==> src/rtl/posit_bitop_pkg.sv <==
package posit_bitop_pkg;

   localparam int OP_W = 4;

   typedef enum logic [OP_W-1:0] {
      PB_NEG   = 4'd0,
      PB_ABS   = 4'd1,
      PB_LT    = 4'd2,
      PB_LE    = 4'd3,
      PB_GT    = 4'd4,
      PB_GE    = 4'd5,
      PB_RECIP = 4'd6,
      PB_ONEM  = 4'd7,
      PB_SIGM  = 4'd8
   } pb_op_e;

   function automatic logic is_cmp_op(input logic [OP_W-1:0] op);
      return (op >= 4'(PB_LT)) && (op <= 4'(PB_GE));
   endfunction

endpackage

==> src/rtl/posit_unary_ops.sv <==
module posit_unary_ops #(
   parameter int N = 8
) (
   input  logic [N-1:0] a,
   output logic [N-1:0] neg_o,
   output logic [N-1:0] abs_o,
   output logic [N-1:0] rcp_o
);
   localparam logic [N-1:0] NAR_W  = {1'b1, {(N-1){1'b0}}};
   localparam logic [N-1:0] BODY_M = {1'b0, {(N-1){1'b1}}};

   logic [N-1:0] twos;
   logic [N-1:0] flip_body;

   // Two's complement also maps zero and NaR onto themselves.
   assign twos  = (~a) + {{(N-1){1'b0}}, 1'b1};
   assign neg_o = twos;
   assign abs_o = a[N-1] ? twos : a;

   // Invert all but the sign, then increment the whole word.
   assign flip_body = a ^ BODY_M;
   always_comb begin
      if (a == NAR_W) rcp_o = NAR_W;
      else            rcp_o = flip_body + {{(N-1){1'b0}}, 1'b1};
   end
endmodule

==> src/rtl/posit_cmp_ops.sv <==
module posit_cmp_ops
   import posit_bitop_pkg::*;
#(
   parameter int N = 8
) (
   input  logic [OP_W-1:0] op,
   input  logic [N-1:0]    a,
   input  logic [N-1:0]    b,
   output logic            cmp_o,
   output logic            nar_o
);
   localparam logic [N-1:0] NAR_W = {1'b1, {(N-1){1'b0}}};

   logic lt, eq, nar_any;

   assign lt      = $signed(a) < $signed(b);
   assign eq      = (a == b);
   assign nar_any = (a == NAR_W) || (b == NAR_W);

   always_comb begin
      cmp_o = 1'b0;
      unique case (op)
         4'(PB_LT): cmp_o = lt;
         4'(PB_LE): cmp_o = lt | eq;
         4'(PB_GT): cmp_o = ~(lt | eq);
         4'(PB_GE): cmp_o = ~lt;
         default:   cmp_o = 1'b0;
      endcase
      if (nar_any) cmp_o = 1'b0;
   end

   assign nar_o = is_cmp_op(op) && nar_any;
endmodule

==> src/rtl/posit_es0_ops.sv <==
module posit_es0_ops #(
   parameter int N  = 8,
   parameter int ES = 0
) (
   input  logic [N-1:0] a,
   output logic [N-1:0] onem_o,
   output logic         onem_ok,
   output logic [N-1:0] sig_o,
   output logic         sig_ok
);
   localparam logic [N-1:0] ONE_W = {2'b01, {(N-2){1'b0}}};
   localparam logic [N-1:0] MSB_W = {1'b1, {(N-1){1'b0}}};

   generate
      if (ES == 0) begin : g_exact
         logic in_unit;
         assign in_unit = !a[N-1] && (a <= ONE_W);
         assign onem_o  = ONE_W + ((~a) + {{(N-1){1'b0}}, 1'b1});
         assign onem_ok = in_unit;
         assign sig_o   = (a ^ MSB_W) >> 2;
         assign sig_ok  = 1'b1;
      end else begin : g_guarded
         assign onem_o  = a & {N{1'b0}};
         assign onem_ok = 1'b0;
         assign sig_o   = {N{1'b0}};
         assign sig_ok  = 1'b0;
      end
   endgenerate
endmodule

==> src/rtl/posit_bitop_unit.sv <==
module posit_bitop_unit
   import posit_bitop_pkg::*;
#(
   parameter int N  = 8,
   parameter int ES = 0
) (
   input  logic          clk,
   input  logic          rst_n,
   input  logic [3:0]    op_code,
   input  logic [N-1:0]  opnd_a,
   input  logic [N-1:0]  opnd_b,
   output logic [N-1:0]  result_q,
   output logic          cmp_q,
   output logic          illegal_q,
   output logic          nar_exc_q
);
   localparam logic [N-1:0] NAR_W = {1'b1, {(N-1){1'b0}}};

   generate
      if (N < 4) begin : g_bad_n
         $error("posit_bitop_unit: N must be at least 4");
      end
      if (ES < 0 || ES > N - 3) begin : g_bad_es
         $error("posit_bitop_unit: ES out of range for N");
      end
   endgenerate

   logic [N-1:0] neg_w, abs_w, rcp_w, onem_w, sig_w;
   logic         onem_ok, sig_ok, cmp_w, nar_w;
   logic [N-1:0] res_d;
   logic         ill_d;

   posit_unary_ops #(.N(N)) u_unary (
      .a(opnd_a), .neg_o(neg_w), .abs_o(abs_w), .rcp_o(rcp_w)
   );

   posit_cmp_ops #(.N(N)) u_cmp (
      .op(op_code), .a(opnd_a), .b(opnd_b), .cmp_o(cmp_w), .nar_o(nar_w)
   );

   posit_es0_ops #(.N(N), .ES(ES)) u_es0 (
      .a(opnd_a), .onem_o(onem_w), .onem_ok(onem_ok),
      .sig_o(sig_w), .sig_ok(sig_ok)
   );

   always_comb begin
      res_d = {N{1'b0}};
      ill_d = 1'b0;
      case (op_code)
         4'(PB_NEG):   res_d = neg_w;
         4'(PB_ABS):   res_d = abs_w;
         4'(PB_LT), 4'(PB_LE), 4'(PB_GT), 4'(PB_GE):
                       res_d = {N{1'b0}};
         4'(PB_RECIP): res_d = rcp_w;
         4'(PB_ONEM):  begin
                          ill_d = !onem_ok;
                          res_d = onem_ok ? onem_w : NAR_W;
                       end
         4'(PB_SIGM):  begin
                          ill_d = !sig_ok;
                          res_d = sig_ok ? sig_w : NAR_W;
                       end
         default:      begin
                          ill_d = 1'b1;
                          res_d = NAR_W;
                       end
      endcase
   end

   always_ff @(posedge clk or negedge rst_n) begin
      if (!rst_n) begin
         result_q  <= {N{1'b0}};
         cmp_q     <= 1'b0;
         illegal_q <= 1'b0;
         nar_exc_q <= 1'b0;
      end else begin
         result_q  <= res_d;
         cmp_q     <= cmp_w;
         illegal_q <= ill_d;
         nar_exc_q <= nar_w;
      end
   end
endmodule

==> config.mk <==
export PLATFORM = sky130hd
export DESIGN_NAME = posit_bitop_unit
export DESIGN_NICKNAME = d
export VERILOG_FILES = /design/src/rtl/posit_bitop_pkg.sv /design/src/rtl/posit_unary_ops.sv /design/src/rtl/posit_cmp_ops.sv /design/src/rtl/posit_es0_ops.sv /design/src/rtl/posit_bitop_unit.sv
export SDC_FILE = /design/constraint.sdc
export NUM_CORES = 1
export LEC_CHECK = 0
export ABC_AREA = 1
export ABC_CLOCK_PERIOD_IN_PS = 800
export BUFFER_PORTS_ARGS = -buffer_cell sky130_fd_sc_hd__buf_2
export CAP_MARGIN = 10
export CORE_ASPECT_RATIO = 0.7
export CORE_MARGIN = 1.5
export CORE_UTILIZATION = 50
export CTS_BUF_LIST = sky130_fd_sc_hd__clkbuf_8
export CTS_CLUSTER_SIZE = 16
export DETAILED_ROUTE_END_ITERATION = 7
export PLACE_DENSITY = 0.77
export SYNTH_ARGS = -nofsm -noshare
export SYNTH_HDL_FRONTEND = slang
export SYNTH_SLANG_ARGS = --single-unit
==> constraint.sdc <==
create_clock -name clk -period 0.8 [get_ports clk]
set_clock_uncertainty 0.05 [all_clocks]
set_input_delay 0.04 -clock clk [delete_from_list [all_inputs] [get_ports clk]]
set_output_delay 0.04 -clock clk [all_outputs]
set_load 0.05 [all_outputs]
==> reports/results.ini, run 1 <==
[run_status]
outcome=stopped before the end
haltStage=5_1_grt
stop_error=[ERROR DPL-0038] Utilization greater than 100%, impossible to legalize

[die]
die_h_um=43.2
fp.dieW_um=60.4
initial_core_util_pct=53.1
num_rows=14
ioPinCount=33

[clock_network]
cts_root_buf=clkbuf_8
numCtsBuffers=3
cts_sinks=11
clock_path_buffers=2
htreeDepth=1

[synth]
yosys.area.top_type=dfrtp_1
ys_seq_area_share_pct=23.9
synth_compound_area_share_pct=15.3
synth-warning-count=0
synth.ff_latch_count=11
synthAdderAreaFrac_pct=10.8
synth_top_family_by_area=simple AND/OR/NAND/NOR gates
synthTopCellsByArea=dfrtp_1, nand2_1, ha_1
yosys_most_used_dff=dfrtp_1
synth_top_area_share_pct=23.9
yosys.area_share.simple_pct=37.7
ys_async_sr_fraction_pct=100
synth_mux_area_share_pct=0
synth_edf_count=0
synth_xor_area_share_pct=0.759
syn_nets=203
syn_area_um2=1150
synth_cell_types=31
synthCells=171
syn_avg_cell_area_um2=6.75

[place]
gp_congestion=0.882
dp_hpwl_um=3130
portBuffers=32
dp.cells=277
post-place-ws_ns=-0.745

[timing]
crit_endpoint=result_q[5]$_DFF_PN0_/D
worst-ep-kind=register data pin

[global_routing]
grt_max_degree=12

## Yosys cell counts (3+ instances only)
library cell / number
dfrtp_1: 11
a21oi_1: 7
nand2_1: 39
nor2_1: 18
nor4_1: 3
nand4_1: 6
o21ai_0: 5
nand3_1: 10
o21ai_1: 3
ha_1: 10
inv_2: 7
inv_1: 27
## metrics by stage
step                util, %  cell area (um^2)  setup TNS [ns]
CTS                    94.1              2040           -4.61
detailed placement     84.8              1840           -7.17
global placement       84.8              1840           -6.49
floorplan                 -              1300           -2.80
## repair_timing
item / in CTS
pin swaps: 11
setup buffers: 4
hold endpoints to repair: 11
hold buffers: 1
endpoints found under the setup margin: 22
resized for setup: 35
## kinds of logic after synthesis
group                    count (synthesis)
adder cells (fa/ha/maj)                 10
XOR/XNOR                                 1
AO/OA/AOI/OAI                           27
flip-flops                              11
AND/OR/NAND/NOR                         87
buffers and inverters                   35
==> run 2: changes to the inputs <==
--- a/config.mk
+++ b/config.mk
@@ -9,13 +9,10 @@
 export ABC_CLOCK_PERIOD_IN_PS = 800
 export BUFFER_PORTS_ARGS = -buffer_cell sky130_fd_sc_hd__buf_2
 export CAP_MARGIN = 10
-export CORE_ASPECT_RATIO = 0.7
-export CORE_MARGIN = 1.5
-export CORE_UTILIZATION = 50
-export CTS_BUF_LIST = sky130_fd_sc_hd__clkbuf_8
-export CTS_CLUSTER_SIZE = 16
+export CORE_AREA = 2 2 63 65
 export DETAILED_ROUTE_END_ITERATION = 7
-export PLACE_DENSITY = 0.77
+export DIE_AREA = 0 0 65 67
+export PLACE_DENSITY_LB_ADDON = 0.15
 export SYNTH_ARGS = -nofsm -noshare
 export SYNTH_HDL_FRONTEND = slang
 export SYNTH_SLANG_ARGS = --single-unit
==> reports/results.ini, run 2 <==
[synth]
synth_edf_count=0
yosys_most_used_dff=dfrtp_1
ys_async_sr_fraction_pct=100
synth.ff_latch_count=11
syn_area_um2=1150
syn_nets=203
yosys.area.top_type=dfrtp_1
synth_cell_types=31
synthTopCellsByArea=dfrtp_1, nand2_1, ha_1
synth_top_area_share_pct=23.9
syn_avg_cell_area_um2=6.75
synth-warning-count=0
yosys-top-cells-count=nand2_1, inv_1, nor2_1, dfrtp_1
ys_seq_area_share_pct=23.9
yosysMostFrequentCell=nand2_1
synthCells=171

[global_routing]
antenna_found_initial=0
first_global_vias=1329
grt_pass1_wl_um=5420
grt.total_usage_pct=15.8
grt_max_degree=12
globalRouteOverflowTotal=0

[worst_setup_path]
critPathRequiredTime_ns=0.88
endpoint_kind=register
critPathMaxFanout=4
crit_slowest_cell=ha_4
cp_cell_sequence=buf_8 > buf_6 > ha_4 > nand2_2 > nand2_2 > nand2_2 > nand2_2 > nand2_4 > nand2_2 > nand2_2 > nand3_2 > nand2_1 > nand3_1 > nand2_1 > inv_1
worstPathArrival_ns=1.25
crit_type=input port to register
max_stage_delay_ns=0.21
worstSetupStartpointType=input port
path_common_cell=nand2_2

[route]
top_layer=met4
wl_met2_um=1780
wire_per_inst_um=10.8
drt_iter0_drc=67
wl_met3_um=98
wl_um=3310
vias=1432
ant_nets=0
met1Wirelength_um=1400
firstDrtPassIters=4
via_per_inst=4.66
drc_errors=0

[timing]
finalSetupViolations=22
finalCriticalPeriod_ns=1.18
tightestPinTransition_ns=0.433
relSlewSlack_pct=71.1
finalCritPeriodShare_pct=147
rsz0062_at_grt=yes
max_freq_mhz=850
finalMaxSlewViolations=0
hold_viol=0
fin_ws_ns=-0.376

[final_layout]
multi_input_area_um2=938
final_common_cell=buf_4
fillerInstances=313
final_nets=292
largest_register_ffs=8
largest-register=result_q
instances_no_fill=307
finalInstanceArea_um2=2210
antenna_cells=0
regArea_um2=275
layout_common_cells=buf_4, nand2_1, inv_1, buf_6, buf_2
drive_gt1_share_pct=56.0
area_growth_pct=91.5

[die]
die_h_um=67
fp.dieW_um=65
ioPinCount=33
core_area_um2=3610
die-area_um2=4360
initial_core_util_pct=32.0
num_rows=22

[place]
dp.cells=298
dp_hpwl_um=2840
portBuffers=32
gp_congestion=0.832
dpl_cell_area_um2=1890

[flow_run]
maxCapViolCount=0

[clock_network]
cts_sinks=11
numCtsBuffers=3
clock_path_buffers=2
cts_root_buf=clkbuf_8
htreeDepth=1
path_clk_slew_ns=0.05
cts_tree=built

[power_and_ir_drop]
peakVddDrop_mv=0.372
leakagePower_nw=1.13
power.density_nw_per_um2=1010

[run_status]
outcome=finished with violations
violations=negative setup slack

[hold_path]
min_delay_path_depth=4
hp-class=input port to register

## run 2: logic make-up after synthesis
| group | Yosys count | synth area share [%] |
|---|---|---|
| AOI/OAI and AO/OA | 27 | 15.3 |
| xor gates and xnor gates | 1 | 0.759 |
| adders and majority gates | 10 | 10.8 |
| buffers and inverters | 35 | 11.5 |
| DFF | 11 | 23.9 |
| and+or+nand+nor | 87 | 37.7 |
## run 2: power by group
part,internal [mW],switching (mW),total [mW]
logic,0.495,0.583,1.08
registers,0.599,0.0186,0.618
clock network,0.348,0.188,0.537
## run 2: metal layers
| layer | track usage, % | up-vias |
|---|---|---|
| li1 | - | 742 |
| met1 | 18.5 | 655 |
| met2 | 29.9 | 31 |
| met3 | 1.52 | 4 |
| met4 | 5.05 | 0 |
| met5 | 0 | - |
## run 2: cell type report
cell class | instances | area share (%)
multi-input combinational | 125 | 42.5
timing repair buffer | 85 | 31.8
sequential | 11 | 12.5
inverter | 34 | 8.49
tap | 48 | 2.72
clock buffer | 4 | 2.04
## run 2: through the flow
| step | TNS, ns | worst slack [ns] | total power [mW] | hold WS [ns] | util (%) |
|---|---|---|---|---|---|
| after global placement | -6.60 | -0.712 | 1.51 | -0.141 | 52.3 |
| after CTS | -4.17 | -0.374 | 2.19 | 0.139 | 58.1 |
| after floorplan | -2.80 | -0.426 | 1.13 | -0.306 | - |
| after detailed placement | -6.95 | -0.756 | 1.53 | -0.135 | 52.3 |
| after global routing | -5.14 | -0.485 | 2.39 | 0.166 | 61.3 |
| final | -3.95 | -0.376 | 2.23 | 0.139 | 61.3 |
## run 2: repair_timing
action | 4_1_cts | 5_1_grt
hold endpoints to repair | 11 | 0
hold buffers | 1 | 0
endpoints found under the setup margin | 22 | 22
resized for setup | 42 | 28
pin swaps | 15 | 16
buffers inserted | 0 | 4
## run 2: final timing paths
check | from | end | slack [ns]
worst max-delay path | opnd_a[1] | cmp_q | -0.38
worst min-delay path | op_code[3] | illegal_q | 0.14
max in group asynchronous | rst_n | result_q[5] | 0.36
min in group asynchronous | rst_n | result_q[6] | 0.15
## run 2: worst max-delay path: cells and delay by family
family | cells | cell delay, ns
AND/OR/NAND/NOR | 11 | 0.75
buffers and inverters | 3 | 0.26
adder cells (fa/ha/maj) | 1 | 0.21
Note: power is estimated with default switching activity, not from simulation.
==> run 3: changes to the inputs <==
--- a/config.mk
+++ b/config.mk
@@ -12,7 +12,8 @@
 export CORE_AREA = 2 2 63 65
 export DETAILED_ROUTE_END_ITERATION = 7
 export DIE_AREA = 0 0 65 67
-export PLACE_DENSITY_LB_ADDON = 0.15
+export MAX_ROUTING_LAYER = met4
+export PLACE_DENSITY = 0.49
 export SYNTH_ARGS = -nofsm -noshare
 export SYNTH_HDL_FRONTEND = slang
 export SYNTH_SLANG_ARGS = --single-unit
==> reports/results.ini, run 3 (synthesis results as in run 2) <==
[global_routing]
antenna_found_initial=0
grt.total_usage_pct=17.9
first_global_vias=1442
grt_pass1_wl_um=5960
grt_max_degree=12
globalRouteOverflowTotal=0

[final_layout]
drive_gt1_share_pct=55.9
layout_common_cells=buf_4, nand2_1, inv_1, buf_6
antenna_cells=0
fillerInstances=339
finalInstanceArea_um2=2240
instances_no_fill=309
largest-register=result_q
area_growth_pct=93.8
final_nets=294
largest_register_ffs=8
final_common_cell=buf_4
final_util_pct=62.0

[run_status]
violations=negative setup slack
outcome=finished with violations

[power_and_ir_drop]
power_mw=2.24
power.density_nw_per_um2=1000
leakagePower_nw=1.14
peakVddDrop_mv=0.319

[timing]
rsz0062_at_grt=yes
fin_ws_ns=-0.452
setup_tns_ns=-4.78
finalCriticalPeriod_ns=1.25
tightestPinTransition_ns=0.392
hold-worst-slack_ns=0.140
finalMaxSlewViolations=0
finalSetupViolations=22
max_freq_mhz=799
finalCritPeriodShare_pct=156
hold_viol=0
relSlewSlack_pct=73.6

[worst_setup_path]
crit_slowest_cell=o21ai_4
worst-path-buf-inv=5
worstPathArrival_ns=1.35
worstSetupStartpointType=input port
critPathMaxFanout=4
crit_family=buffers and inverters
max_stage_delay_ns=0.16
endpoint_kind=register
critPathRequiredTime_ns=0.90
path_common_cell=buf_12
cp_cell_sequence=buf_8 > buf_12 > clkinv_8 > buf_12 > ha_4 > nand4_4 > buf_6 > o21ai_4 > nand3_2 > nand3_4 > nor2_1 > o21bai_1
crit_type=input port to register

[route]
wl_um=3490
vias=1422
firstDrtPassIters=6
ant_nets=0
drt_iter0_drc=65
via_per_inst=4.60
wire_per_inst_um=11.3
drc_errors=0

[die]
die_h_um=67
die-area_um2=4360
ioPinCount=33
fp.dieW_um=65
core_area_um2=3610
num_rows=22
initial_core_util_pct=32.0

[flow_run]
maxCapViolCount=0

[clock_network]
clock_path_buffers=2
numCtsBuffers=3
cts_tree=built
cts_sinks=11
path_clk_slew_ns=0.05
cts_root_buf=clkbuf_8
htreeDepth=1

[place]
dp.cells=300
post-place-ws_ns=-0.763
gp_congestion=0.833
portBuffers=32
dp_hpwl_um=2860
dpl_cell_area_um2=1900

[hold_path]
hp-class=input port to register

==> run 3: path summary, 6_finish.rpt <==
path,cells past startpoint,start,slack (ns),to
max,12,opnd_a[1],-0.45,result_q[4]
max in group asynchronous,2,rst_n,0.36,cmp_q
min in group asynchronous,2,rst_n,0.15,result_q[4]
min,4,op_code[3],0.14,illegal_q
==> run 3: metal layers <==
metal / GRT usage (%) / up-vias / routed length, um
li1: - / 747 / -
met2: 35.1 / 37 / 1940
met5: - / - / 0
met1: 19.1 / 636 / 1400
met4: 6.65 / 0 / 25
met3: 0.676 / 2 / 123
==> run 3: final cells by class <==
| class | count | area (um^2) | area share, % |
|---|---|---|---|
| well taps | 48 | 60.1 | 2.69 |
| flip-flops and latches | 11 | 275 | 12.3 |
| clock buffers | 4 | 45.0 | 2.01 |
| multi-input cells | 125 | 927 | 41.5 |
| inverters | 34 | 195 | 8.73 |
| repair buffers | 87 | 733 | 32.8 |
==> run 3: where the power goes <==
group,switching [mW],internal (mW),leakage (nW)
Clock,0.175,0.347,0.0228
Combinational,0.590,0.508,0.971
Sequential,0.0171,0.599,0.144
==> run 3: what timing repair did <==
| action | 4_1_cts | 5_1_grt |
|---|---|---|
| resized for setup | 51 | 18 |
| hold buffers | 1 | 0 |
| endpoints found under the setup margin | 22 | 22 |
| setup buffers | 2 | 2 |
| endpoints found under the hold margin | 11 | 0 |
| pin swaps | 16 | 12 |
